File: src/rtl/pwr_seq_pkg.sv
package pwr_seq_pkg;
  localparam int WORD_W   = 32;
  localparam int SEL_BASE = 24;
  localparam int ST_BASE  = 8;
  localparam logic [1:0] MODE_OFF = 2'b00;
  localparam logic [1:0] MODE_ON  = 2'b11;
  localparam logic ADDR_DOM  = 1'b0;
  localparam logic ADDR_TILE = 1'b1;
endpackage

File: src/rtl/pwr_req_regs.sv
module pwr_req_regs
  import pwr_seq_pkg::*;
#(
  parameter int N_DOM     = 4,
  parameter int N_TILE    = 6,
  parameter int OWNER_DOM = 1,
  localparam int N_SW     = N_DOM + N_TILE
) (
  input  logic              clk_i,
  input  logic              rst_ni,
  input  logic              wr_en_i,
  input  logic              wr_addr_i,
  input  logic [WORD_W-1:0] wr_data_i,
  input  logic              busy_i,
  input  logic [N_SW-1:0]   cur_i,
  output logic [N_SW-1:0]   sel_o,
  output logic [N_SW-1:0]   tgt_o,
  output logic              err_o
);
  logic [N_DOM-1:0]    dom_sel_q, dom_st_q;
  logic [N_TILE-1:0]   tile_sel_q;
  logic [2*N_TILE-1:0] tile_mode_q;
  logic [N_TILE-1:0]   tile_bad, tile_full;
  logic                unused_data;

  assign unused_data = ^wr_data_i;

  always_ff @(posedge clk_i or negedge rst_ni) begin
    if (!rst_ni) begin
      dom_sel_q   <= '0;
      dom_st_q    <= '0;
      tile_sel_q  <= '0;
      tile_mode_q <= '0;
    end else if (wr_en_i && !busy_i) begin
      if (wr_addr_i == ADDR_DOM) begin
        dom_sel_q <= wr_data_i[SEL_BASE +: N_DOM];
        dom_st_q  <= wr_data_i[ST_BASE +: N_DOM];
      end else begin
        tile_sel_q  <= wr_data_i[SEL_BASE +: N_TILE];
        tile_mode_q <= wr_data_i[2*N_TILE-1:0];
      end
    end
  end

  assign sel_o[N_DOM-1:0] = dom_sel_q;
  assign tgt_o[N_DOM-1:0] = dom_st_q;

  for (genvar n = 0; n < N_TILE; n++) begin : g_tile
    logic [1:0] mode;
    assign mode             = tile_mode_q[2*n +: 2];
    assign sel_o[N_DOM+n]   = tile_sel_q[n];
    assign tgt_o[N_DOM+n]   = (mode == MODE_ON);
    assign tile_full[n]     = tile_sel_q[n] && (mode == MODE_ON);
    assign tile_bad[n]      = tile_sel_q[n] && (mode != MODE_ON) && (mode != MODE_OFF);
  end

  // owner powering up must bring every tile with it
  logic owner_up;
  assign owner_up = dom_sel_q[OWNER_DOM] && dom_st_q[OWNER_DOM] && !cur_i[OWNER_DOM];
  assign err_o    = (|tile_bad) || (owner_up && !(&tile_full));

  assert_no_write_busy_R1: assert property (@(posedge clk_i) disable iff (!rst_ni)
    busy_i |=> ($stable(dom_sel_q) && $stable(dom_st_q) && $stable(tile_sel_q) && $stable(tile_mode_q)));
endmodule

File: src/rtl/pwr_order_pick.sv
module pwr_order_pick #(
  parameter int N_DOM  = 4,
  parameter int N_TILE = 6,
  localparam int N_SW  = N_DOM + N_TILE,
  localparam int IDX_W = $clog2(N_SW)
) (
  input  logic [N_SW-1:0]  cand_i,
  input  logic [N_SW-1:0]  tgt_i,
  output logic             valid_o,
  output logic [IDX_W-1:0] idx_o
);
  logic [N_SW-1:0] dn, up;
  assign dn = cand_i & ~tgt_i;
  assign up = cand_i & tgt_i;

  always_comb begin
    valid_o = 1'b0;
    idx_o   = '0;
    if (|dn) begin
      valid_o = 1'b1;
      if (|dn[N_SW-1:N_DOM]) begin
        // lowest tile first
        for (int n = N_TILE - 1; n >= 0; n--)
          if (dn[N_DOM+n]) idx_o = IDX_W'(N_DOM + n);
      end else begin
        // deepest domain first
        for (int d = 0; d < N_DOM; d++)
          if (dn[d]) idx_o = IDX_W'(d);
      end
    end else if (|up) begin
      valid_o = 1'b1;
      // ascending index: domains top-down, then tiles
      for (int i = N_SW - 1; i >= 0; i--)
        if (up[i]) idx_o = IDX_W'(i);
    end
  end
endmodule

File: src/rtl/pwr_step_timer.sv
module pwr_step_timer #(
  parameter int TMO_CYC = 16,
  localparam int CNT_W  = (TMO_CYC > 1) ? $clog2(TMO_CYC) : 1
) (
  input  logic clk_i,
  input  logic rst_ni,
  input  logic clear_i,
  input  logic run_i,
  output logic expire_o
);
  logic [CNT_W-1:0] cnt_q;

  always_ff @(posedge clk_i or negedge rst_ni) begin
    if (!rst_ni)               cnt_q <= '0;
    else if (clear_i)          cnt_q <= '0;
    else if (run_i && !expire_o) cnt_q <= cnt_q + 1'b1;
  end

  assign expire_o = run_i && (cnt_q == CNT_W'(TMO_CYC - 1));

  assert_cnt_range_R11: assert property (@(posedge clk_i) disable iff (!rst_ni)
    run_i |-> (int'(cnt_q) < TMO_CYC));
endmodule

File: src/rtl/pwr_domain_seq.sv
module pwr_domain_seq
  import pwr_seq_pkg::*;
#(
  parameter int N_DOM     = 4,
  parameter int N_TILE    = 6,
  parameter int OWNER_DOM = 1,
  parameter int TMO_CYC   = 16,
  localparam int N_SW     = N_DOM + N_TILE,
  localparam int IDX_W    = $clog2(N_SW)
) (
  input  logic              clk_i,
  input  logic              rst_ni,
  input  logic              wr_en_i,
  input  logic              wr_addr_i,
  input  logic [WORD_W-1:0] wr_data_i,
  input  logic              start_i,
  input  logic [N_SW-1:0]   ack_i,
  output logic [N_SW-1:0]   sw_en_o,
  output logic              busy_o,
  output logic              done_o,
  output logic              err_o
);
  logic [N_SW-1:0]  sw_en_q, pend_q, tgt_q;
  logic [IDX_W-1:0] cur_q;
  logic             busy_q, done_q, err_q;

  logic [N_SW-1:0]  req_sel, req_tgt, need_now, cand, tvec;
  logic             req_err, ack_hit, expire, step_done, start_acc, launch;
  logic             pick_v;
  logic [IDX_W-1:0] pick_idx;

  pwr_req_regs #(.N_DOM(N_DOM), .N_TILE(N_TILE), .OWNER_DOM(OWNER_DOM)) u_regs (
    .clk_i, .rst_ni, .wr_en_i, .wr_addr_i, .wr_data_i,
    .busy_i(busy_q), .cur_i(sw_en_q),
    .sel_o(req_sel), .tgt_o(req_tgt), .err_o(req_err)
  );

  assign need_now  = req_sel & (req_tgt ^ sw_en_q);
  assign start_acc = start_i && !busy_q;
  assign ack_hit   = busy_q && (ack_i[cur_q] == sw_en_q[cur_q]);
  assign step_done = busy_q && (ack_hit || expire);
  assign launch    = (start_acc && !req_err) || step_done;
  assign cand      = start_acc ? need_now : pend_q;
  assign tvec      = start_acc ? req_tgt  : tgt_q;

  pwr_order_pick #(.N_DOM(N_DOM), .N_TILE(N_TILE)) u_pick (
    .cand_i(cand), .tgt_i(tvec), .valid_o(pick_v), .idx_o(pick_idx)
  );

  pwr_step_timer #(.TMO_CYC(TMO_CYC)) u_timer (
    .clk_i, .rst_ni, .clear_i(launch), .run_i(busy_q), .expire_o(expire)
  );

  always_ff @(posedge clk_i or negedge rst_ni) begin
    if (!rst_ni) begin
      sw_en_q <= '0;
      pend_q  <= '0;
      tgt_q   <= '0;
      cur_q   <= '0;
      busy_q  <= 1'b0;
      done_q  <= 1'b0;
      err_q   <= 1'b0;
    end else begin
      done_q <= 1'b0;
      if (start_acc && req_err) begin
        err_q  <= 1'b1;
        done_q <= 1'b1;
      end else if (launch) begin
        if (start_acc) begin
          err_q <= 1'b0;
          tgt_q <= req_tgt;
        end else if (!ack_hit) begin
          err_q <= 1'b1;
        end
        if (pick_v) begin
          sw_en_q[pick_idx] <= tvec[pick_idx];
          pend_q            <= cand & ~(N_SW'(1) << pick_idx);
          cur_q             <= pick_idx;
          busy_q            <= 1'b1;
        end else begin
          pend_q <= '0;
          busy_q <= 1'b0;
          done_q <= 1'b1;
        end
      end
    end
  end

  assign sw_en_o = sw_en_q;
  assign busy_o  = busy_q;
  assign done_o  = done_q;
  assign err_o   = err_q;

  assert_one_switch_R5: assert property (@(posedge clk_i) disable iff (!rst_ni)
    1'b1 |=> ($countones(sw_en_q ^ $past(sw_en_q)) <= 1));
  assert_idle_stable_R4: assert property (@(posedge clk_i) disable iff (!rst_ni)
    (!busy_q && !start_i) |=> $stable(sw_en_q));
  assert_err_no_exec_R10: assert property (@(posedge clk_i) disable iff (!rst_ni)
    (start_i && !busy_q && req_err) |=> (!busy_q && err_q && done_q && $stable(sw_en_q)));
  assert_done_idle_R12: assert property (@(posedge clk_i) disable iff (!rst_ni)
    done_q |-> !busy_q);

  localparam logic [N_SW-1:0] ONE_M  = N_SW'(1);
  localparam logic [N_SW-1:0] DOM_M  = (ONE_M << N_DOM) - ONE_M;
  localparam logic [N_SW-1:0] TILE_M = ~DOM_M;

  for (genvar i = 0; i < N_SW; i++) begin : g_order
    localparam logic [N_SW-1:0] BELOW = (ONE_M << i) - ONE_M;
    localparam logic [N_SW-1:0] SELF  = ONE_M << i;
    assert_up_order_R6: assert property (@(posedge clk_i) disable iff (!rst_ni)
      $rose(sw_en_q[i]) |-> !(|(pend_q & tgt_q & BELOW)));
    assert_dn_first_R8: assert property (@(posedge clk_i) disable iff (!rst_ni)
      $rose(sw_en_q[i]) |-> !(|(pend_q & ~tgt_q)));
    if (i < N_DOM) begin : g_dom
      assert_dn_order_R7: assert property (@(posedge clk_i) disable iff (!rst_ni)
        $fell(sw_en_q[i]) |-> !(|(pend_q & ~tgt_q & (TILE_M | (DOM_M & ~BELOW & ~SELF)))));
    end else begin : g_tile
      assert_dn_order_R7: assert property (@(posedge clk_i) disable iff (!rst_ni)
        $fell(sw_en_q[i]) |-> !(|(pend_q & ~tgt_q & TILE_M & BELOW)));
    end
  end
endmodule

File: config.mk
export PLATFORM = sky130hd
export DESIGN_NAME = pwr_domain_seq
export DESIGN_NICKNAME = d
export VERILOG_FILES = /design/src/rtl/pwr_seq_pkg.sv /design/src/rtl/pwr_req_regs.sv /design/src/rtl/pwr_order_pick.sv /design/src/rtl/pwr_step_timer.sv /design/src/rtl/pwr_domain_seq.sv
export SDC_FILE = /design/constraint.sdc
export NUM_CORES = 1
export LEC_CHECK = 0
export ABC_CLOCK_PERIOD_IN_PS = 2800
export CAP_MARGIN = 10
export CORE_MARGIN = 10
export CORE_UTILIZATION = 30
export CTS_BUF_LIST = sky130_fd_sc_hd__clkbuf_4
export DETAILED_ROUTE_END_ITERATION = 8
export PLACE_DENSITY = 0.5
export SYNTH_ARGS = -nofsm -noshare
export SYNTH_HDL_FRONTEND = slang
export SYNTH_SLANG_ARGS = --single-unit
File: constraint.sdc
create_clock -name clk_i -period 2.8 [get_ports clk_i]
set_clock_uncertainty 0.05 [all_clocks]
set_input_delay 0.56 -clock clk_i [delete_from_list [all_inputs] [get_ports clk_i]]
set_output_delay 0.56 -clock clk_i [all_outputs]
set_load 0.01 [all_outputs]
==> flow_metrics.env <==
export IMPL_syn_avg_cell_area_sq_um=10.1
export IMPL_grt_busiest_layer="met2"
export IMPL_synth_edf_count=0
export IMPL_htreeDepth=3
export IMPL_timing_slew_headroom=0.547
export IMPL_gp_congestion=0.873
export IMPL_ys_types=75
export IMPL_rsz0062_at_grt="yes"
export IMPL_dp_hpwl_um=10400
export IMPL_die_area_sq_um=18800
export IMPL_worstPathArrival_ps=3000
export IMPL_cp_start_kind="register"
export IMPL_die_width_um=137
export IMPL_cp_required_ps=3100
export IMPL_numCtsBuffers=9
export IMPL_setup_viol=0
export IMPL_wl_per_cell_um=18.2
export IMPL_swShare=0.412
export IMPL_area_growth_pct=35.7
export IMPL_insertion_delay_ps=460
export IMPL_r2r_end="sw_en_o[9]"
export IMPL_synth_commonest_cells="dfrtp_1 (67), nand2_1 (43), mux2_2 (35), nor2_1 (20), o21ai_0 (20)"
export IMPL_yosysWarningCount=0
export IMPL_max_cap_viol_count=0
export IMPL_clk_pin_slew_worst_paths_ps=120
export IMPL_reg2regPathDepth=9
export IMPL_grtUsageMet3=0.0299
export IMPL_worstMarginPinSlew_ps=680
export IMPL_cts_buffer_depth=2
export IMPL_n_fill_cell=1338
export IMPL_worstSetupEndpointType="register"
export IMPL_p_sw_w=0.00206
export IMPL_run_status="finished clean"
export IMPL_ios=60
export IMPL_drtIter0Drc=195
export IMPL_critPathKind="reg -> reg"
export IMPL_num_vias=3611
export IMPL_syn_nets=455
export IMPL_tritoncts="yes"
export IMPL_first_pass_iters=4
export IMPL_drt_wl_total_um=13000
export IMPL_grt_max_degree=35
export IMPL_cts_root_buf="clkbuf_4"
export IMPL_ant_nets=0
export IMPL_synth_most_common_cell="dfrtp_1"
export IMPL_ys_seq_elements=67
export IMPL_rr_startpoint="busy_o"
export IMPL_seq_area_frac_synth=0.407
export IMPL_die_h_um=137
export IMPL_clock_sinks=67
export IMPL_setup_tns_ps=0
export IMPL_nNetsFinal=579
export IMPL_first_global_vias=3757
export IMPL_numPortBuffers=45
export IMPL_overflow=0
export IMPL_power_leakage_nw=2.43
export IMPL_drive_gt1_frac=0.326
export IMPL_final_seq_area_sq_um=1680
export IMPL_antenna_found_initial=1
export IMPL_initial_utilization=0.309
export IMPL_met1_usage=0.195
export IMPL_multi_input_area_sq_um=2420
export IMPL_rows=42
export IMPL_hold_viol_final=0
export IMPL_hp_class="in -> async"
export IMPL_pwr_share_clk=0.127
export IMPL_netlist_area_sq_um=4120
export IMPL_coreArea_sq_um=13300
export IMPL_synth_top_cell_by_area="dfrtp_1"
export IMPL_combPwrFrac=0.562
export IMPL_seqPwrFrac=0.311
export IMPL_maxSlewViolCount=0
export IMPL_drc=0
export IMPL_final_min_clock_period_ps=2700
export IMPL_track_usage=0.143
export IMPL_ir_drop_v=0.000303
export IMPL_r2r_slack_ps=100
export IMPL_grt_pass1_wl_um=20600
export IMPL_fmax_mhz=370
export IMPL_grt_use_met2=0.216
export IMPL_power_density_nw_per_um2=893
export IMPL_ys_top_cells_by_area="dfrtp_1 (41%), mux2_2 (9.6%), nand2_1 (3.9%)"
export IMPL_finalHoldWorstSlack_ps=80.4
export IMPL_period_share=0.964
export IMPL_async_reset_ff_frac=1.00
export IMPL_synthFlopType="dfrtp_1"
export IMPL_syn_inst=407
export IMPL_cp_max_fo=9
export IMPL_yosys_area_top_type_share=0.407
export IMPL_vias_per_cell=5.06
export IMPL_intPower_w=0.00294
-- per-stage QoR --
step           setup slack (ps)   util  instances  power, W  instance area (sq um)
5_1_grt                   -40.0  0.419        713   0.00538                   5590
3_5_place_dp               -711  0.397        689   0.00428                   5300
2_1_floorplan               154      -        407   0.00296                   4120
6_report                   99.9  0.419        713   0.00499                   5590
4_1_cts                    44.5  0.410        706   0.00497                   5480
3_3_place_gp               -684  0.397        689   0.00426                   5300
-- cells in the final DEF (no fill, tap or decap), types with 3 or more instances in the layout --
cell,instances
a31oi_2,3
buf_4,76
buf_6,4
nor3_2,3
dfrtp_1,67
inv_1,12
clkinv_1,3
nand4_1,4
o22a_1,4
o211ai_1,3
nor3_1,5
o22ai_1,5
nor2_1,20
nand3_1,16
o32a_1,3
and2_1,5
a22oi_1,6
mux2i_1,5
o31ai_1,3
mux4_2,3
nand3b_1,9
nand3_2,3
nand2_1,43
o21ai_0,20
nand2b_1,11
o2bb2ai_1,6
nor2b_1,3
clkdlybuf4s50_1,43
mux2_4,3
mux2_2,34
clkbuf_4,10
xnor2_1,12
xor2_1,11
a21oi_1,10
-- power by group through the flow --
stage / Sequential [W] / Combinational [W] / Clock [W]
6_report: 0.00155 / 0.00280 / 0.000635
5_1_grt: 0.00160 / 0.00308 / 0.000709
4_1_cts: 0.00155 / 0.00275 / 0.000664
3_3_place_gp: 0.00157 / 0.00270 / 0
2_1_floorplan: 0.00154 / 0.00142 / 0
3_5_place_dp: 0.00157 / 0.00271 / 0
-- layout make-up --
type / instances / area share
multi-input cells: 314 / 0.432
flip-flops and latches: 67 / 0.300
repair buffers: 127 / 0.197
well taps: 176 / 0.0394
clock buffers: 10 / 0.0134
clock inverters: 6 / 0.0101
inverters: 12 / 0.00805
diodes: 1 / 0.000447
-- repair_timing --
action	4_1_cts	5_1_grt
pin swaps	3	5
cloned	0	1
setup buffers	1	6
gates resized for setup	9	16
endpoints found under the setup margin	19	20
hold buffers	0	0
-- critical path: stages (launching register included) --
cell and delay (ps):
dfrtp_1 400, buf_6 140, nand2b_2 230, a32o_2 310, nor4_2 200, nand4_2 160
o32a_1 390, or2_4 280, nor2_4 110, mux2_4 300
-- per-layer routing --
| metal | vias to the layer above | share of wire |
|---|---|---|
| met3 | 16 | 0.049 |
| met5 | - | 0 |
| met4 | 0 | 0.018 |
| met2 | 84 | 0.44 |
| li1 | 1768 | - |
| met1 | 1743 | 0.49 |
-- worst max-delay path by stage --
stage                     startpoint    endpoint  slack [ps]  depth (start not counted)
after floorplan              start_i  sw_en_o[8]         150                          9
after global placement       start_i   pend_q[3]        -680                         10
after detailed placement     start_i   pend_q[3]        -710                         10
after CTS                     busy_o  sw_en_o[9]          40                         11
after global routing        cur_q[1]    cur_q[1]         -40                         10
final                         busy_o  sw_en_o[9]         100                          9
-- cell families (layout without fill, tap and decap cells) --
family                     Yosys count  in the layout  synth area share
and+or+nand+nor                    143            144             0.183
adders and majority gates            1              1           0.00304
muxes                               47             47             0.135
other                                0              1                 0
xor gates and xnor gates            23             23            0.0489
buffers and inverters               27            155            0.0337
AOI/OAI and AO/OA                   99             99             0.189
DFF                                 67             67             0.407
-- state kept, by name, summed over array words and instances (netlist names), 4 cells and up --
register            count
u_regs.dom_sel_q        4
pend_q                 10
cur_q                   4
u_regs.tile_mode_q     12
u_regs.dom_st_q         4
sw_en_o                10
tgt_q                  10
u_regs.tile_sel_q       6
u_timer.cnt_q           4
Power figures use the tool's default switching activity.
